`src/rtl/refr_pkg.sv`:
```
package refr_pkg;

  typedef enum logic [2:0] {
    ST_INIT  = 3'd0,
    ST_IDLE  = 3'd1,
    ST_WAIT  = 3'd2,
    ST_CSU   = 3'd3,
    ST_RLOW  = 3'd4,
    ST_PRE   = 3'd5,
    ST_SELF  = 3'd6,
    ST_SEXIT = 3'd7
  } seq_state_t;

  function automatic int unsigned max2(input int unsigned a, input int unsigned b);
    return (a > b) ? a : b;
  endfunction

endpackage

```
`src/rtl/refr_interval_timer.sv`:
```
module refr_interval_timer #(
  parameter int unsigned REFI_CYC = 1562
) (
  input  logic clk,
  input  logic rst_n,
  input  logic run,
  output logic tick
);
  localparam int unsigned CW = $clog2(REFI_CYC + 1);
  localparam logic [CW-1:0] LAST = CW'(REFI_CYC - 1);

  logic [CW-1:0] cnt;

  assign tick = run && (cnt == LAST);

  always_ff @(posedge clk) begin
    if (!rst_n || !run) cnt <= '0;
    else if (cnt == LAST) cnt <= '0;
    else cnt <= cnt + 1'b1;
  end
endmodule

```
`src/rtl/refr_owed_ledger.sv`:
```
module refr_owed_ledger #(
  parameter int unsigned OWE_LIMIT = 8,
  parameter int unsigned WAKE_N    = 8
) (
  input  logic clk,
  input  logic rst_n,
  input  logic tick,
  input  logic cbr_done,
  input  logic init_end,
  output logic pending,
  output logic over,
  output logic wake_clear
);
  localparam int unsigned OW = $clog2(OWE_LIMIT + 2);
  localparam int unsigned WW = $clog2(WAKE_N + 1);
  localparam logic [OW-1:0] LIM = OW'(OWE_LIMIT);
  localparam logic [OW-1:0] SAT = OW'(OWE_LIMIT + 1);
  localparam logic [WW-1:0] WLD = WW'(WAKE_N);

  logic [OW-1:0] owed;
  logic [WW-1:0] wake;
  logic          drain;
  logic          lapse;

  assign drain = cbr_done && (owed != '0);
  assign lapse = tick && !drain && (owed == LIM);

  always_ff @(posedge clk) begin
    if (!rst_n) begin
      owed <= '0;
    end else if (tick && !drain) begin
      owed <= (owed == SAT) ? SAT : owed + 1'b1;
    end else if (drain && !tick) begin
      owed <= owed - 1'b1;
    end
  end

  always_ff @(posedge clk) begin
    if (!rst_n) wake <= '0;
    else if (init_end || lapse) wake <= WLD;
    else if (cbr_done && (wake != '0)) wake <= wake - 1'b1;
  end

  assign pending    = (owed != '0) || (wake != '0);
  assign over       = (owed > LIM);
  assign wake_clear = (wake == '0);
endmodule

```
`src/rtl/refr_cbr_fsm.sv`:
```
module refr_cbr_fsm
  import refr_pkg::*;
#(
  parameter int unsigned INIT_CYC      = 10000,
  parameter int unsigned CSU_CYC       = 1,
  parameter int unsigned RAS_LOW_CYC   = 5,
  parameter int unsigned RAS_PRE_CYC   = 3,
  parameter int unsigned SELF_MIN_CYC  = 10000,
  parameter int unsigned SELF_EXIT_CYC = 9
) (
  input  logic clk,
  input  logic rst_n,
  input  logic pending,
  input  logic sleep_req,
  input  logic bus_gnt,
  output logic bus_req,
  output logic ras_n,
  output logic cas_n,
  output logic init_end,
  output logic init_done,
  output logic cbr_done,
  output logic sleep_mode
);
  localparam int unsigned TMAX = max2(max2(max2(INIT_CYC, SELF_MIN_CYC), max2(CSU_CYC, RAS_LOW_CYC)),
                                      max2(RAS_PRE_CYC, SELF_EXIT_CYC));
  localparam int unsigned TW = $clog2(TMAX + 1);

  function automatic logic [TW-1:0] ld(input int unsigned n);
    return TW'(n - 1);
  endfunction

  seq_state_t    state;
  logic [TW-1:0] tcnt;
  logic          slp;
  logic          tdone;

  assign tdone = (tcnt == '0);

  always_ff @(posedge clk) begin
    if (!rst_n) begin
      state <= ST_INIT;
      tcnt  <= ld(INIT_CYC);
      slp   <= 1'b0;
    end else begin
      case (state)
        ST_INIT: begin
          if (tdone) state <= ST_IDLE;
          else tcnt <= tcnt - 1'b1;
        end
        ST_IDLE: begin
          if (pending || sleep_req) begin
            state <= ST_WAIT;
            slp   <= !pending && sleep_req;
          end
        end
        ST_WAIT: begin
          if (bus_gnt) begin
            state <= ST_CSU;
            tcnt  <= ld(CSU_CYC);
          end
        end
        ST_CSU: begin
          if (tdone) begin
            state <= ST_RLOW;
            tcnt  <= slp ? ld(SELF_MIN_CYC) : ld(RAS_LOW_CYC);
          end else tcnt <= tcnt - 1'b1;
        end
        ST_RLOW: begin
          if (tdone) begin
            state <= slp ? ST_SELF : ST_PRE;
            tcnt  <= ld(RAS_PRE_CYC);
          end else tcnt <= tcnt - 1'b1;
        end
        ST_PRE: begin
          if (tdone) state <= ST_IDLE;
          else tcnt <= tcnt - 1'b1;
        end
        ST_SELF: begin
          if (!sleep_req) begin
            state <= ST_SEXIT;
            tcnt  <= ld(SELF_EXIT_CYC);
          end
        end
        ST_SEXIT: begin
          if (tdone) begin
            state <= ST_IDLE;
            slp   <= 1'b0;
          end else tcnt <= tcnt - 1'b1;
        end
        default: state <= ST_IDLE;
      endcase
    end
  end

  assign bus_req    = !(state inside {ST_INIT, ST_IDLE});
  assign cas_n      = !(state inside {ST_CSU, ST_RLOW, ST_SELF});
  assign ras_n      = !(state inside {ST_RLOW, ST_SELF});
  assign init_end   = (state == ST_INIT) && tdone;
  assign init_done  = (state != ST_INIT);
  assign cbr_done   = (state == ST_PRE) && tdone;
  assign sleep_mode = slp;
endmodule

```
`src/rtl/refr_sequencer.sv`:
```
module refr_sequencer #(
  parameter int unsigned REFI_CYC      = 1562,
  parameter int unsigned INIT_CYC      = 10000,
  parameter int unsigned WAKE_N        = 8,
  parameter int unsigned CSU_CYC       = 1,
  parameter int unsigned RAS_LOW_CYC   = 5,
  parameter int unsigned RAS_PRE_CYC   = 3,
  parameter int unsigned SELF_MIN_CYC  = 10000,
  parameter int unsigned SELF_EXIT_CYC = 9,
  parameter int unsigned OWE_LIMIT     = 8
) (
  input  logic clk,
  input  logic rst_n,
  input  logic sleep_req,
  input  logic bus_gnt,
  output logic bus_req,
  output logic ras_n,
  output logic cas_n,
  output logic we_n,
  output logic access_ok,
  output logic in_self,
  output logic owed_over
);
  logic tick, pending, wake_clear, init_end, init_done, cbr_done, sleep_mode;

  refr_interval_timer #(.REFI_CYC(REFI_CYC)) u_timer (
    .clk(clk), .rst_n(rst_n), .run(init_done && !sleep_mode), .tick(tick)
  );

  refr_owed_ledger #(.OWE_LIMIT(OWE_LIMIT), .WAKE_N(WAKE_N)) u_ledger (
    .clk(clk), .rst_n(rst_n), .tick(tick), .cbr_done(cbr_done), .init_end(init_end),
    .pending(pending), .over(owed_over), .wake_clear(wake_clear)
  );

  refr_cbr_fsm #(
    .INIT_CYC(INIT_CYC), .CSU_CYC(CSU_CYC), .RAS_LOW_CYC(RAS_LOW_CYC),
    .RAS_PRE_CYC(RAS_PRE_CYC), .SELF_MIN_CYC(SELF_MIN_CYC), .SELF_EXIT_CYC(SELF_EXIT_CYC)
  ) u_fsm (
    .clk(clk), .rst_n(rst_n), .pending(pending), .sleep_req(sleep_req), .bus_gnt(bus_gnt),
    .bus_req(bus_req), .ras_n(ras_n), .cas_n(cas_n), .init_end(init_end),
    .init_done(init_done), .cbr_done(cbr_done), .sleep_mode(sleep_mode)
  );

  assign we_n      = 1'b1;
  assign in_self   = sleep_mode;
  assign access_ok = init_done && wake_clear && !sleep_mode;
endmodule

```
`config.mk`:
```
export PLATFORM = sky130hd
export DESIGN_NAME = refr_sequencer
export DESIGN_NICKNAME = d
export VERILOG_FILES = /design/src/rtl/refr_pkg.sv /design/src/rtl/refr_interval_timer.sv /design/src/rtl/refr_owed_ledger.sv /design/src/rtl/refr_cbr_fsm.sv /design/src/rtl/refr_sequencer.sv
export SDC_FILE = /design/constraint.sdc
export NUM_CORES = 1
export LEC_CHECK = 0
export BUFFER_PORTS_ARGS = -buffer_cell sky130_fd_sc_hd__buf_2
export CORE_ASPECT_RATIO = 1.5
export CORE_MARGIN = 4
export CORE_UTILIZATION = 40
export DETAILED_ROUTE_END_ITERATION = 10
export GPL_TIMING_DRIVEN = 0
export HOLD_SLACK_MARGIN = 0.06
export MAX_ROUTING_LAYER = met4
export PLACE_DENSITY = 0.6
export SLEW_MARGIN = 20
export SYNTH_ARGS = -nofsm -noshare
export SYNTH_HDL_FRONTEND = slang
export SYNTH_SLANG_ARGS = --single-unit
```
`constraint.sdc`:
```
create_clock -name clk -period 4.1 [get_ports clk]
set_input_delay 0.82 -clock clk [delete_from_list [all_inputs] [get_ports clk]]
set_output_delay 0.82 -clock clk [all_outputs]
set_load 0.05 [all_outputs]
```
=== Yosys cells after proc, flatten, opt, wreduce, memory -nomap -nowiden ===
Index checks and enable logic that the tools add are counted.

* Register bits after elaboration: 37
* Input bits: 4
* Output and inout bits: 7

* $add $sub $neg: 5
* Order comparisons: 1
* Equal/unequal tests: 18
* Multiplexer cells: 23
* Bitwise logic cells: 1
* Reduce and logical (&&, ||, !) cells: 44

{| class="wikitable"
|+ Operator list
! kind !! count
|-
| $mux 14 || 6
|-
| $pmux 14 s5 || 1
|-
| $mux 4 || 5
|-
| $mux 3 || 6
|-
| $pmux 3 s6 || 1
|-
| $logic_not 14->1 || 1
|-
| $sub 14x1->14 const B || 1
|-
| $eq 3x3->1 const B || 4
|-
| $logic_and 1x1->1 || 12
|-
| $add 11x1->11 const B || 1
|-
| $eq 11x11->1 const B || 1
|-
| $ne 2x1->1 const B || 5
|-
| $reduce_bool 2->1 || 5
|-
| $logic_not 1->1 || 9
|-
| $eq 4x4->1 const B || 2
|-
| $reduce_bool 4->1 || 2
|-
| $sub 4x1->4 const B || 2
|-
| $eq 3x2->1 const B || 2
|-
| $ne 2x2->1 const B || 3
|-
| $reduce_and 6->1 || 1
|-
| $reduce_bool 3->1 || 2
|-
| $reduce_bool 5->1 || 1
|-
| $add 4x1->4 const B || 1
|-
| $gt 4x4->1 const B || 1
|-
| 12 further kinds || 17
|}

=== Logic depth before layout (Yosys ltp) ===
Gate-level depths: netlist (run 1).

* Word-level depth: 8
* Gate-level depth with buffers: 12
* Depth with buffers taken out: 11

=== Hierarchy ===
A second synthesis (run 1) with hierarchy kept.

* Cell total of the unflattened synthesis: 282
* Area, all modules: 2309.7 µm²

{| class="wikitable"
|+ By module, submodules not included
! module !! times used !! cells an instance !! area an instance (µm²) !! sequential area each (µm²)
|-
| refr_cbr_fsm || 1 || 159 || 1229.9 || 360.3
|-
| refr_interval_timer || 1 || 56 || 533.0 || 220.2
|-
| refr_owed_ledger || 1 || 63 || 520.5 || 160.2
|-
| refr_sequencer || 1 || 4 || 26.3 || 0.0
|}

=== Least setup slack after synthesis (run 1) ===
OpenSTA, ideal clock, no wires.

* Path kind: register -> output
* Start: register u_fsm.state[2]
* End: output access_ok
* Data arrival time: 2409 ps
* Setup slack: 871 ps
* Stages on the path, launching flop included: 5
* Cells stage by stage: dfxtp_1 > or2_2 > clkbuf_1 > nor2_1 > nor3_1

* Word-level cells in the longest chain between the ends: 3

{| class="wikitable"
|+ Ends and longest elaborated chain
! what !! RTL line !! source
|-
| from (decl) || refr_cbr_fsm.sv:32 || <nowiki>seq_state_t state;</nowiki>
|-
| from (signal assigned) || refr_cbr_fsm.sv:70 || <nowiki>state <= slp ? ST_SELF : ST_PRE;</nowiki>
|-
| $reduce_bool 3->1 || refr_cbr_fsm.sv:99 || <nowiki>assign init_done = (state != ST_INIT);</nowiki>
|-
| $logic_and 1x1->1 (2 in a row) || refr_sequencer.sv:46 || <nowiki>assign access_ok = init_done && wake_clear && !sleep_mode;</nowiki>
|-
| to (decl) || refr_sequencer.sv:20 || <nowiki>output logic access_ok,</nowiki>
|}

No other way between the ends.

=== Final worst setup path (run 1) ===
* Start: register u_fsm.tcnt[0]
* End: register u_ledger.owed[3]

* Word-level cells in the longest chain between the ends: 6

{| class="wikitable"
|+ Ends and longest elaborated chain
! what !! RTL line !! source
|-
| from (decl) || refr_cbr_fsm.sv:33 || <nowiki>logic [TW-1:0] tcnt;</nowiki>
|-
| from (signal assigned) || refr_cbr_fsm.sv:42 || <nowiki>tcnt <= ld(INIT_CYC);</nowiki>
|-
| from (signal assigned) || refr_cbr_fsm.sv:48 || <nowiki>else tcnt <= tcnt - 1'b1;</nowiki>
|-
| from (signal assigned) || refr_cbr_fsm.sv:59 || <nowiki>tcnt <= ld(CSU_CYC);</nowiki>
|-
| $logic_not 14->1 * || refr_cbr_fsm.sv:37 || <nowiki>assign tdone = (tcnt == '0);</nowiki>
|-
| $logic_and 1x1->1 * || refr_cbr_fsm.sv:100 || <nowiki>assign cbr_done = (state == ST_PRE) && tdone;</nowiki>
|-
| $logic_and 1x1->1 * || refr_owed_ledger.sv:25 || <nowiki>assign drain = cbr_done && (owed != '0);</nowiki>
|-
| $logic_not 1->1 || refr_owed_ledger.sv:31 || <nowiki>end else if (tick && !drain) begin</nowiki>
|-
| $logic_and 1x1->1 || refr_owed_ledger.sv:31 ||
|-
| $mux 4 or $reduce_bool 2->1 (tied branches) || -- ||
|-
| to (signal assigned) || refr_owed_ledger.sv:32 || <nowiki>owed <= (owed == SAT) ? SAT : owed + 1'b1;</nowiki>
|-
| to (signal assigned) || refr_owed_ledger.sv:34 || <nowiki>owed <= owed - 1'b1;</nowiki>
|-
| to (decl) || refr_owed_ledger.sv:20 || <nowiki>logic [OW-1:0] owed;</nowiki>
|}

Every way passes the cells marked *; elsewhere a longest branch is shown, timed or not.
A chain may end at the register's enable or synchronous reset.

==> results.tsv, run 1 <==
metric	value	unit
pin count of the biggest net entering global routing	13	
input/output buffers	9	
Post-Syn Instances	274	
Final period util	86.2	%
TritonCTS buffer count	5	
ordered list of cells on the worst path	inv_1 -> ha_1 -> nor3b_2 -> nand4_1 -> clkbuf_1 -> or4b_1 -> ha_1 -> clkbuf_1 -> or4_1 -> a21oi_1 -> xnor2_1 -> nor2_1	
total I/O pin count	11	
Post-Route Skew	8.84	ps
global-route wire length before repair	8550	microns
post-CTS setup repair buffer count	0	
count of unresolved DRC violations after routing	0	
clock network fraction of design power	27.9	%
mean number of vias per cell	5.40	
top cells by area, synth	dfxtp_1 (33%), nor2_1 (6.3%), ha_1 (6.2%), xor2_1 (5.1%), o21ai_0 (3.8%)	
Overall Global Routing Usage	16.7	%
layout cells sized above 1	11.3	%
Post-Syn Area per Cell	8.09	sq um
top-area cell type share of the netlist area	33.4	%
die outline height	99.2	microns
number of gates resized after cts	0	
total number of clock tree sinks	37	
half-perimeter wire length after placement	3670	microns
critical path fanouts, max	10	
CTS clk-pin slew, worst paths	80	ps
commonest register cell after synthesis	dfxtp_1	
total nets after synthesis	289	
endpoint class of the critical path	flip-flop	
final hold vios	0	
async set or reset register ratio after synthesis	0	%
slew at the pin closest to its max-slew limit	603	ps
register bit total from synthesis	37	
RSZ-0062 raised after global routing	false	
fin crit period	3530	ps
H-tree depth reported by CTS	2	
final setup violation count	0	
area leader, netlist	dfxtp_1	
switching part of the total power	37.7	%
leakage	0.902	nW
Vias	1937	
remaining max-slew budget at the tightest pin	59.8	%
later-pin clock latency in the skew report	300	ps
final weighted congestion of routability-driven global placement	0.834	
hold crit path type	reg -> reg	
dpl cells	351	
crit path max-delay cell type	or4b_1	
Post-Syn Area	0.00222	sq mm
maximum VDD drop	0.000290	V
Distinct cells, synth	53	
outcome	finished clean	
residual antenna-violating net count after detailed routing	0	
DRT Pass-1 Iters	4	
via count of the first global-routing pass	1898	
Starting DRT DRC Count	80	
Placement Rows	32	
global-route congestion overflow total	0	
combinational cell fraction of total power	32.8	%
final-report max-slew violation count	0	
Pwr Density	483	mW/mm^2
Final Non-Filler Cells	359	
Post-Route WL	4930	microns
startpoint type of the worst setup path	flip-flop	
library cell used as clock root buffer	clkbuf_8	
number of flops mapped to enable cells by yosys	0	
maximum achievable frequency	283	MHz
full die area	0.00682	sq mm
Starting Density	42.3	%
Die X	68.8	microns
Internal Pwr Total	743	uW
# diodes	0	
area growth from synthesis to layout	11.3	%
portion of the post-synthesis area used by sequential elements	33.4	%
detail-routed net length per standard cell	13.7	microns
final hold slack	484	ps
Crit path required time	4290	ps
power dissipated by switching net loads	449	uW
Arr. time, crit path	3720	ps
number of warnings issued by yosys	0	
CTS tree	built	
Clock Tree Buf Depth	2	
CP peak stage delay	550	ps
number of filler cells placed in the layout	543	
Final #Nets	305	
CP Class	reg -> reg	
number of antenna violations at the first check in global routing	0	
number of buffers added to fix hold violations after cts	0	
max capacitance violation total	0	
Sum Neg Setup Slack	0	ps
core outline area	0.00525	sq mm
Reg power frac	39.3	%
[sequential cells by signal, summed over array words and instances (netlist names)]
register / flops
u_timer.cnt: 11
u_ledger.wake: 4
u_fsm.tcnt: 14
u_ledger.owed: 4
u_fsm.sleep_mode: 1
u_fsm.state: 3
[path summary, 6_finish.rpt]
path,slack (ps),cells past startpoint,start,end
max,570,12,u_fsm.tcnt[0]$_SDFFE_PN1P_,u_ledger.owed[3]$_SDFFE_PN0P_
min,480,1,u_timer.cnt[0]$_SDFF_PP0_,u_timer.cnt[0]$_SDFF_PP0_
max reg2reg,570,12,u_fsm.tcnt[0]$_SDFFE_PN1P_,u_ledger.owed[3]$_SDFFE_PN0P_
min reg2reg,480,1,u_timer.cnt[0]$_SDFF_PP0_,u_timer.cnt[0]$_SDFF_PP0_
[cells by family (layout without fill, tap and decap cells)]
logic type	Yosys count	after routing	share of synthesized area, %
multiplexers	2	2	0.903
adder cells (fa/ha/maj)	11	11	6.21
other	1	1	0.169
AND/OR/NAND/NOR	122	122	29.9
flip-flops	37	37	33.4
buffers and inverters	27	44	4.97
XOR/XNOR	20	20	7.90
AO/OA/AOI/OAI	54	54	16.5
[power by group through the flow]
stage | Sequential [mW] | Clock, mW | Combinational [mW]
2_1_floorplan | 0.464 | 0 | 0.306
3_3_place_gp | 0.473 | 0 | 0.387
3_5_place_dp | 0.476 | 0 | 0.392
4_1_cts | 0.468 | 0.340 | 0.393
5_1_grt | 0.473 | 0.361 | 0.440
6_report | 0.468 | 0.332 | 0.391
[synth_stat cells (2+ instances only)]
library cell,n
a211o_1,2
a211oi_1,5
a21oi_1,11
a221o_1,2
a31oi_1,5
a32oi_1,2
and3_1,4
and4_1,2
buf_4,2
clkbuf_1,8
dfxtp_1,37
ha_1,11
inv_1,14
mux2i_1,2
nand2_1,21
nand2b_1,2
nand3_1,13
nand3b_1,2
nand4_1,7
nor2_1,37
nor2b_1,3
nor3_1,11
nor4_1,2
nor4_2,2
o21ai_0,17
o31ai_1,2
or2_2,3
or3_1,2
xnor2_1,7
xor2_1,13
[cell usage in the layout, fill, tap and decap left out, types with 3 or more instances in the layout]
cell type / n
nor2_1: 37
dfxtp_1: 37
nand2_1: 21
o21ai_0: 17
inv_1: 14
nand3_1: 13
xor2_1: 13
nor3_1: 11
a21oi_1: 11
ha_1: 11
buf_2: 9
clkbuf_1: 8
nand4_1: 7
xnor2_1: 7
clkbuf_8: 6
a31oi_1: 5
a211oi_1: 5
and3_1: 4
or2_2: 3
nor2b_1: 3
[layer usage]
metal,vias up,global-route usage (%),part of all wire [%]
met1,881,19.0,43
li1,1007,-,-
met2,38,26.9,51
met4,0,8.26,2.4
met3,11,3.73,3.5
met5,-,-,0
[through the flow]
stage	power (mW)	cell area [sq um]	setup slack [ps]	utilization, %
global route	1.27	2470	367	47.0
floorplan	0.770	2220	871	-
finish	1.19	2470	567	47.0
detailed placement	0.868	2350	594	44.8
global placement	0.860	2350	616	44.8
CTS	1.20	2470	570	47.0
[worst max-delay path, delay by kind of cell, from the launching register on]
family | cells | cell delay (ps)
buf+inv | 3 | 580
flops | 1 | 350
simple gates | 5 | 1820
xor+xnor | 1 | 130
fa+ha+maj | 2 | 380
compound gates | 1 | 180
[cell type report]
cell class / instances / area, sq um / share of cell area (%)
multi-input combinational: 210 / 1370 / 55.4
sequential: 37 / 741 / 30.0
tap: 68 / 85.1 / 3.45
clock buffer: 6 / 82.6 / 3.35
inverter: 15 / 56.3 / 2.28
buffer: 12 / 53.8 / 2.18
timing repair buffer: 9 / 45.0 / 1.83
clock inverter: 2 / 37.5 / 1.52
Power figures use the tool's default switching activity.
==> run 2: changes to the inputs <==
--- a/config.mk
+++ b/config.mk
@@ -14,6 +14,7 @@
 export HOLD_SLACK_MARGIN = 0.06
 export MAX_ROUTING_LAYER = met4
 export PLACE_DENSITY = 0.6
+export RECOVER_POWER = 25
 export SLEW_MARGIN = 20
 export SYNTH_ARGS = -nofsm -noshare
 export SYNTH_HDL_FRONTEND = slang
==> run 2 against run 1 <==
Against the previous run: core utilization is essentially flat; non-clock buffer count unchanged; count of clock-buffer cells in the layout unchanged; power about the same; via count is the same; first-iteration DRC count unchanged; combinational power about the same; maximum frequency unchanged; critical path depth did not move; hold slack stayed put; worst setup slack unchanged; largest power group unchanged.
==> results.tsv, run 2 (synthesis results as in run 1) <==
metric	value	unit	change
worst hold path cell count	1		unchanged
detail-routed net length per standard cell	13.7	microns	unchanged
overall power of the completed layout	1.19	mW	about the same
Die X	68.8	microns	unchanged
core outline area	0.00525	sq mm	unchanged
count of unresolved DRC violations after routing	0		unchanged
Final #Nets	305		unchanged
multi-input logic area	0.00137	sq mm	unchanged
Arr. time, crit path	3720	ps	about the same
met3 capacity usage during global routing	3.73	%	unchanged
global-route congestion overflow total	0		unchanged
Final period util	86.2	%	unchanged
setup slack, reg-to-reg	570	ps	about the same
# diodes	0		unchanged
top library cells by usage in the layout, fill and taps aside	nor2_1 (37), dfxtp_1 (37), nand2_1 (21), o21ai_0 (17), inv_1 (14)		
Largest regs	u_fsm.tcnt (14), u_timer.cnt (11)		
outcome	finished clean		
full die area	0.00682	sq mm	unchanged
Clock Tree Buf Depth	2		unchanged
hold path startpoint	u_timer.cnt[0]$_SDFF_PP0_		
Overall Global Routing Usage	16.7	%	unchanged
most flop-heavy register	u_fsm.tcnt		
reg-to-reg critical path startpoint	u_fsm.tcnt[0]$_SDFFE_PN1P_		
final-report max-slew violation count	0		unchanged
die outline height	99.2	microns	unchanged
later-pin clock latency in the skew report	300	ps	about the same
pin count of the biggest net entering global routing	13		unchanged
TritonCTS buffer count	5		unchanged
r2r worst-path depth	12		unchanged
CTS tree	built		
DRT Pass-1 Iters	4		unchanged
RSZ-0062 raised after global routing	false		
Vias	1937		unchanged
critical path fanouts, max	10		unchanged
area growth from synthesis to layout	11.2	%	about the same
via count of the first global-routing pass	1898		unchanged
CP peak stage delay	550	ps	about the same
global-route met2 utilization	26.9	%	unchanged
CP Class	reg -> reg		
Placement Rows	32		unchanged
worst r2r dst	u_ledger.owed[3]$_SDFFE_PN0P_		
final weighted congestion of routability-driven global placement	0.834		unchanged
half-perimeter wire length after placement	3670	microns	unchanged
maximum achievable frequency	283	MHz	unchanged
endpoint class of the critical path	flip-flop		
layout cells sized above 1	11.0	%	-0.34 points
leakage	0.897	nW	-0.48%
library cell used as clock root buffer	clkbuf_8		
remaining max-slew budget at the tightest pin	59.8	%	unchanged
total I/O pin count	11		unchanged
Starting Density	42.3	%	unchanged
global routing usage on met1	19.0	%	unchanged
Register Area	741	sq um	unchanged
Post-Route WL	4930	microns	unchanged
global-route wire length before repair	8550	microns	unchanged
fin crit period	3530	ps	unchanged
critical path buffer and inverter count	3		unchanged
delay-heaviest family, CP	simple AND/OR/NAND/NOR gates		
Hold Path End	u_timer.cnt[0]$_SDFF_PP0_		
Pwr Density	483	mW/mm^2	about the same
flip-flop count of the largest register, all copies and words added	14		unchanged
H-tree depth reported by CTS	2		unchanged
CTS clk-pin slew, worst paths	80	ps	about the same
residual antenna-violating net count after detailed routing	0		unchanged
slew at the pin closest to its max-slew limit	603	ps	unchanged
total number of clock tree sinks	37		unchanged
post-CTS setup repair buffer count	0		unchanged
Starting DRT DRC Count	80		unchanged
max capacitance violation total	0		unchanged
startpoint type of the worst setup path	flip-flop		
final hold vios	0		unchanged
Sum Neg Setup Slack	0	ps	unchanged
ordered list of cells on the worst path	inv_1 -> ha_1 -> nor3b_2 -> nand4_1 -> clkbuf_1 -> or4b_1 -> ha_1 -> clkbuf_1 -> or4_1 -> a21oi_1 -> xnor2_1 -> nor2_1		
final setup violation count	0		unchanged
Crit path required time	4290	ps	about the same
hold crit path type	reg -> reg		
Post-Route Skew	8.84	ps	unchanged
number of buffers added to fix hold violations after cts	0		unchanged
number of gates resized after cts	0		unchanged
busiest layer in global routing	met2		
maximum VDD drop	0.000290	V	unchanged
input/output buffers	9		unchanged
crit path max-delay cell type	or4b_1		
number of antenna violations at the first check in global routing	0		unchanged
number of filler cells placed in the layout	544		+0.18%
mean number of vias per cell	5.40		unchanged
-- run 2: cell types whose count changed in the layout (fill, tap and decap cells not counted) --
cell      change
buf_2         -1
clkbuf_1      +1
-- run 2: cell type report --
type	count	area share, %
Inverter	15	2.28
Tap cell	68	3.45
Timing Repair Buffer	9	1.78
Clock inverter	2	1.52
Multi-Input combinational cell	210	55.4
Buffer	12	2.18
Clock buffer	6	3.35
Sequential cell	37	30.0
-- run 2: per-layer routing --
metal | wire length [microns] | vias up
met3 | 174 | 11
met4 | 117 | 0
met2 | 2500 | 38
met5 | 0 | -
met1 | 2140 | 881
li1 | - | 1007
-- run 2: stage by stage --
step / util, % / instance area (sq um) / hold WS [ps] / cells / setup slack, ps
2_1_floorplan: - / 2220 / 441 / 274 / 871
3_3_place_gp: 44.8 / 2350 / 464 / 351 / 616
3_5_place_dp: 44.8 / 2350 / 477 / 351 / 594
4_1_cts: 47.0 / 2470 / 494 / 359 / 570
5_1_grt: 47.0 / 2470 / 533 / 359 / 367
6_report: 47.0 / 2470 / 484 / 359 / 567
-- run 2: power breakdown --
part | switching (mW) | leakage [nW] | internal, mW
clock | 0.135 | 0.0574 | 0.198
combinational | 0.256 | 0.540 | 0.135
sequential | 0.0587 | 0.300 | 0.409
-- run 2: worst max-delay path by stage --
stage	startpoint	to	cells after the start
final	u_fsm.tcnt[0]$_SDFFE_PN1P_	u_ledger.owed[3]$_SDFFE_PN0P_	12
after global routing	u_fsm.tcnt[0]$_SDFFE_PN1P_	u_ledger.owed[3]$_SDFFE_PN0P_	12
after global placement	u_fsm.tcnt[0]$_SDFFE_PN1P_	u_ledger.owed[3]$_SDFFE_PN0P_	12
after floorplan	u_fsm.state[2]$_SDFFE_PN0P_	access_ok	4
after detailed placement	u_fsm.tcnt[0]$_SDFFE_PN1P_	u_ledger.owed[3]$_SDFFE_PN0P_	12
after CTS	u_fsm.tcnt[0]$_SDFFE_PN1P_	u_ledger.owed[3]$_SDFFE_PN0P_	12
==> run 3: changes to the inputs <==
--- a/config.mk
+++ b/config.mk
@@ -5,6 +5,7 @@
 export SDC_FILE = /design/constraint.sdc
 export NUM_CORES = 1
 export LEC_CHECK = 0
+export ABC_AREA = 1
 export BUFFER_PORTS_ARGS = -buffer_cell sky130_fd_sc_hd__buf_2
 export CORE_ASPECT_RATIO = 1.5
 export CORE_MARGIN = 4
@@ -13,7 +14,7 @@
 export GPL_TIMING_DRIVEN = 0
 export HOLD_SLACK_MARGIN = 0.06
 export MAX_ROUTING_LAYER = met4
-export PLACE_DENSITY = 0.6
+export PLACE_DENSITY = 0.62
 export RECOVER_POWER = 25
 export SLEW_MARGIN = 20
 export SYNTH_ARGS = -nofsm -noshare
==> constraint.sdc (replaced) <==
create_clock -name clk -period 3.2 [get_ports clk]
set_input_delay 0.64 -clock clk [delete_from_list [all_inputs] [get_ports clk]]
set_output_delay 0.64 -clock clk [all_outputs]
set_load 0.05 [all_outputs]
==> run 3 against run 2 <==
Against the previous run: first-iteration DRC count is 3.8% lower; largest cell class unchanged; sequential power up 35%; sequential share of layout area is 2.0 points lower; highest routed layer unchanged; critical endpoint is now u_ledger.owed[2]$_SDFFE_PN0P_; clock skew decreased by 0.68 ps.
==> results.tsv, run 3 <==
metric	value	unit	change
reg-to-reg critical path startpoint	u_fsm.tcnt[0]$_SDFFE_PN1P_		
delay-heaviest family, CP	simple AND/OR/NAND/NOR gates		
global routing usage on met1	16.9	%	-2.0 points
Clock Tree Buf Depth	2		unchanged
area leader, netlist	dfxtp_1		
number of warnings issued by yosys	0		unchanged
cell with the most instances after synthesis	nand2_1		
ordered list of cells on the worst path	inv_1 -> ha_1 -> nand2_2 -> nor2_8 -> nand3_2 -> inv_1 -> nand3_1 -> ha_1 -> inv_1 -> o21ai_0 -> nor2_1 -> xor2_1 -> and3_1		
pre-CTS setup slack	815	ps	+221 ps
hold path startpoint	u_timer.cnt[10]$_SDFF_PP0_		
r2r worst-path depth	13		+1
Post-Syn Area	0.00240	sq mm	+8.2%
Hold Path End	u_timer.cnt[10]$_SDFF_PP0_		
die outline height	103	microns	+3.7%
CP Class	reg -> reg		
commonest cells in the synthesized netlist	nand2_1 (86), nor2_1 (55), inv_1 (41), dfxtp_1 (37), nand3_1 (28)		
global-route met2 utilization	31.5	%	+4.6 points
overall power of the completed layout	1.95	mW	+64%
input/output buffers	9		unchanged
max capacitance violation total	0		unchanged
Overall Global Routing Usage	16.7	%	+0.017 points
core outline area	0.00583	sq mm	+11%
residual antenna-violating net count after detailed routing	0		unchanged
number of logic stages on the critical path including buffering	13		+1
library cell used as clock root buffer	clkbuf_8		
number of buffers added to fix hold violations after cts	0		unchanged
mean number of vias per cell	5.03		-6.8%
register bit total from synthesis	37		unchanged
endpoint class of the critical path	flip-flop		
layout cells sized above 1	11.0	%	-0.031 points
count of unresolved DRC violations after routing	0		unchanged
global-route congestion overflow total	0		unchanged
Final period util	74.4	%	-12 points
Largest regs	u_fsm.tcnt (14), u_timer.cnt (11)		
final setup violation count	0		unchanged
# diodes	0		unchanged
total number of clock tree sinks	37		unchanged
top cells by area, synth	dfxtp_1 (31%), nand2_1 (13%), nor2_1 (8.6%), inv_1 (6.4%), nand3_1 (5.8%)		
outcome	finished clean		
number of gates resized after cts	0		unchanged
most frequent standard cell in the layout excluding fill and tap cells	nand2_1		
Distinct cells, synth	35		-34%
Post-Syn Area per Cell	6.56	sq um	-19%
remaining max-slew budget at the tightest pin	60.3	%	+0.52 points
area growth from synthesis to layout	9.96	%	
half-perimeter wire length after placement	4250	microns	+16%
worst hold path cell count	2		+1
number of antenna violations at the first check in global routing	0		unchanged
fin crit period	2380	ps	-1150 ps
flip-flop count of the largest register, all copies and words added	14		unchanged
setup slack, reg-to-reg	820	ps	+250 ps
Pwr Density	741	mW/mm^2	+53%
RSZ-0062 raised after global routing	false		
post-CTS setup repair buffer count	0		unchanged
async set or reset register ratio after synthesis	0	%	unchanged
Final #Nets	397		+30%
Starting DRT DRC Count	77		-3.8%
CTS tree	built		
Sum Neg Setup Slack	0	ps	unchanged
crit path setup slack, layout	818	ps	+251 ps
Vias	2287		+18%
critical path buffer and inverter count	3		unchanged
busiest layer in global routing	met2		
DRT Pass-1 Iters	4		unchanged
total I/O pin count	11		unchanged
Starting Density	41.2	%	-1.1 points
Post-Route WL	5530	microns	+12%
global-route wire length before repair	9600	microns	+12%
slew at the pin closest to its max-slew limit	597	ps	-5.28 ps
most used cell along the critical path	inv_1		
CTS clk-pin slew, worst paths	80	ps	about the same
pin count of the biggest net entering global routing	14		+1
leakage	1.22	nW	+36%
total nets after synthesis	381		+32%
final hold vios	0		unchanged
Arr. time, crit path	2630	ps	-1090 ps
portion of the post-synthesis area used by sequential elements	30.9	%	-2.5 points
H-tree depth reported by CTS	2		unchanged
crit path max-delay cell type	dfxtp_1		
Post-Syn Instances	366		+34%
CP peak stage delay	340	ps	-210 ps
worst r2r dst	u_ledger.owed[2]$_SDFFE_PN0P_		
final weighted congestion of routability-driven global placement	0.831		-0.31%
later-pin clock latency in the skew report	300	ps	about the same
top library cells by usage in the layout, fill and taps aside	nand2_1 (87), nor2_1 (56), inv_1 (41), dfxtp_1 (37), nand3_1 (28)		
via count of the first global-routing pass	2199		+16%
top-area cell type share of the netlist area	30.9	%	-2.5 points
Post-Route Skew	8.16	ps	-0.679 ps
maximum achievable frequency	420	MHz	+48%
full die area	0.00733	sq mm	+7.4%
Die X	71.2	microns	+3.6%
detail-routed net length per standard cell	12.2	microns	-12%
most flop-heavy register	u_fsm.tcnt		
startpoint type of the worst setup path	flip-flop		
critical path fanouts, max	8		-2
number of flops mapped to enable cells by yosys	0		unchanged
met3 capacity usage during global routing	2.73	%	-1.0 points
Placement Rows	34		+6.3%
hold crit path type	reg -> reg		
maximum VDD drop	0.000350	V	+21%
TritonCTS buffer count	5		unchanged
commonest register cell after synthesis	dfxtp_1		
Crit path required time	3450	ps	-840 ps
final-report max-slew violation count	0		unchanged
run 3: cell families after synthesis:
logic type | share of synthesized area, %
simple gates | 41.2
fa+ha+maj | 5.74
buf+inv | 8.76
xor+xnor | 4.01
compound gates | 9.23
other cells | 0.156
flops | 30.9
run 3: worst min-delay path: stages, from the launching register on:
cell     delay (ps)
dfxtp_1         330
nand2_1          60
a21oi_1          50
run 3: where the power goes:
group | switching [mW] | internal [mW]
Combinational | 0.630 | 0.273
Sequential | 0.0916 | 0.538
Clock | 0.189 | 0.233
Total | 0.911 | 1.04
run 3: how the worst max path moves through the flow:
| stage | start | to | slack (ps) |
|---|---|---|---|
| finish | u_fsm.tcnt[0]$_SDFFE_PN1P_ | u_ledger.owed[2]$_SDFFE_PN0P_ | 820 |
| detailed placement | u_fsm.tcnt[0]$_SDFFE_PN1P_ | u_ledger.owed[2]$_SDFFE_PN0P_ | 810 |
| global placement | u_fsm.tcnt[0]$_SDFFE_PN1P_ | u_ledger.owed[2]$_SDFFE_PN0P_ | 830 |
| floorplan | u_fsm.sleep_mode$_SDFFE_PN0P_ | access_ok | 1140 |
| CTS | u_fsm.tcnt[0]$_SDFFE_PN1P_ | u_ledger.owed[2]$_SDFFE_PN0P_ | 790 |
| global route | u_fsm.tcnt[0]$_SDFFE_PN1P_ | u_ledger.owed[2]$_SDFFE_PN0P_ | 600 |
run 3: per-stage QoR:
step / hold slack, ps / std cells / util, % / area, sq um
5_1_grt: 496 / 455 / 45.3 / 2640
3_3_place_gp: 450 / 447 / 43.5 / 2530
6_report: 478 / 455 / 45.3 / 2640
4_1_cts: 479 / 455 / 45.5 / 2650
3_5_place_dp: 464 / 447 / 43.5 / 2530
2_1_floorplan: 434 / 366 / - / 2400
run 3: routing by layer:
| layer | vias up | wire [microns] |
|---|---|---|
| met5 | - | 0 |
| met4 | 0 | 103 |
| met3 | 6 | 147 |
| met2 | 43 | 2920 |
| met1 | 1027 | 2360 |
| li1 | 1211 | - |
run 3: final cells by class:
| type | count | area [sq um] |
|---|---|---|
| Fill cell | 609 | 3190 |
| Clock inverter | 3 | 46.3 |
| Timing Repair Buffer | 9 | 43.8 |
| Sequential cell | 37 | 741 |
| Inverter | 48 | 180 |
| Multi-Input combinational cell | 276 | 1440 |
| Tap cell | 72 | 90.1 |
| Buffer | 5 | 30.0 |
| Clock buffer | 5 | 68.8 |
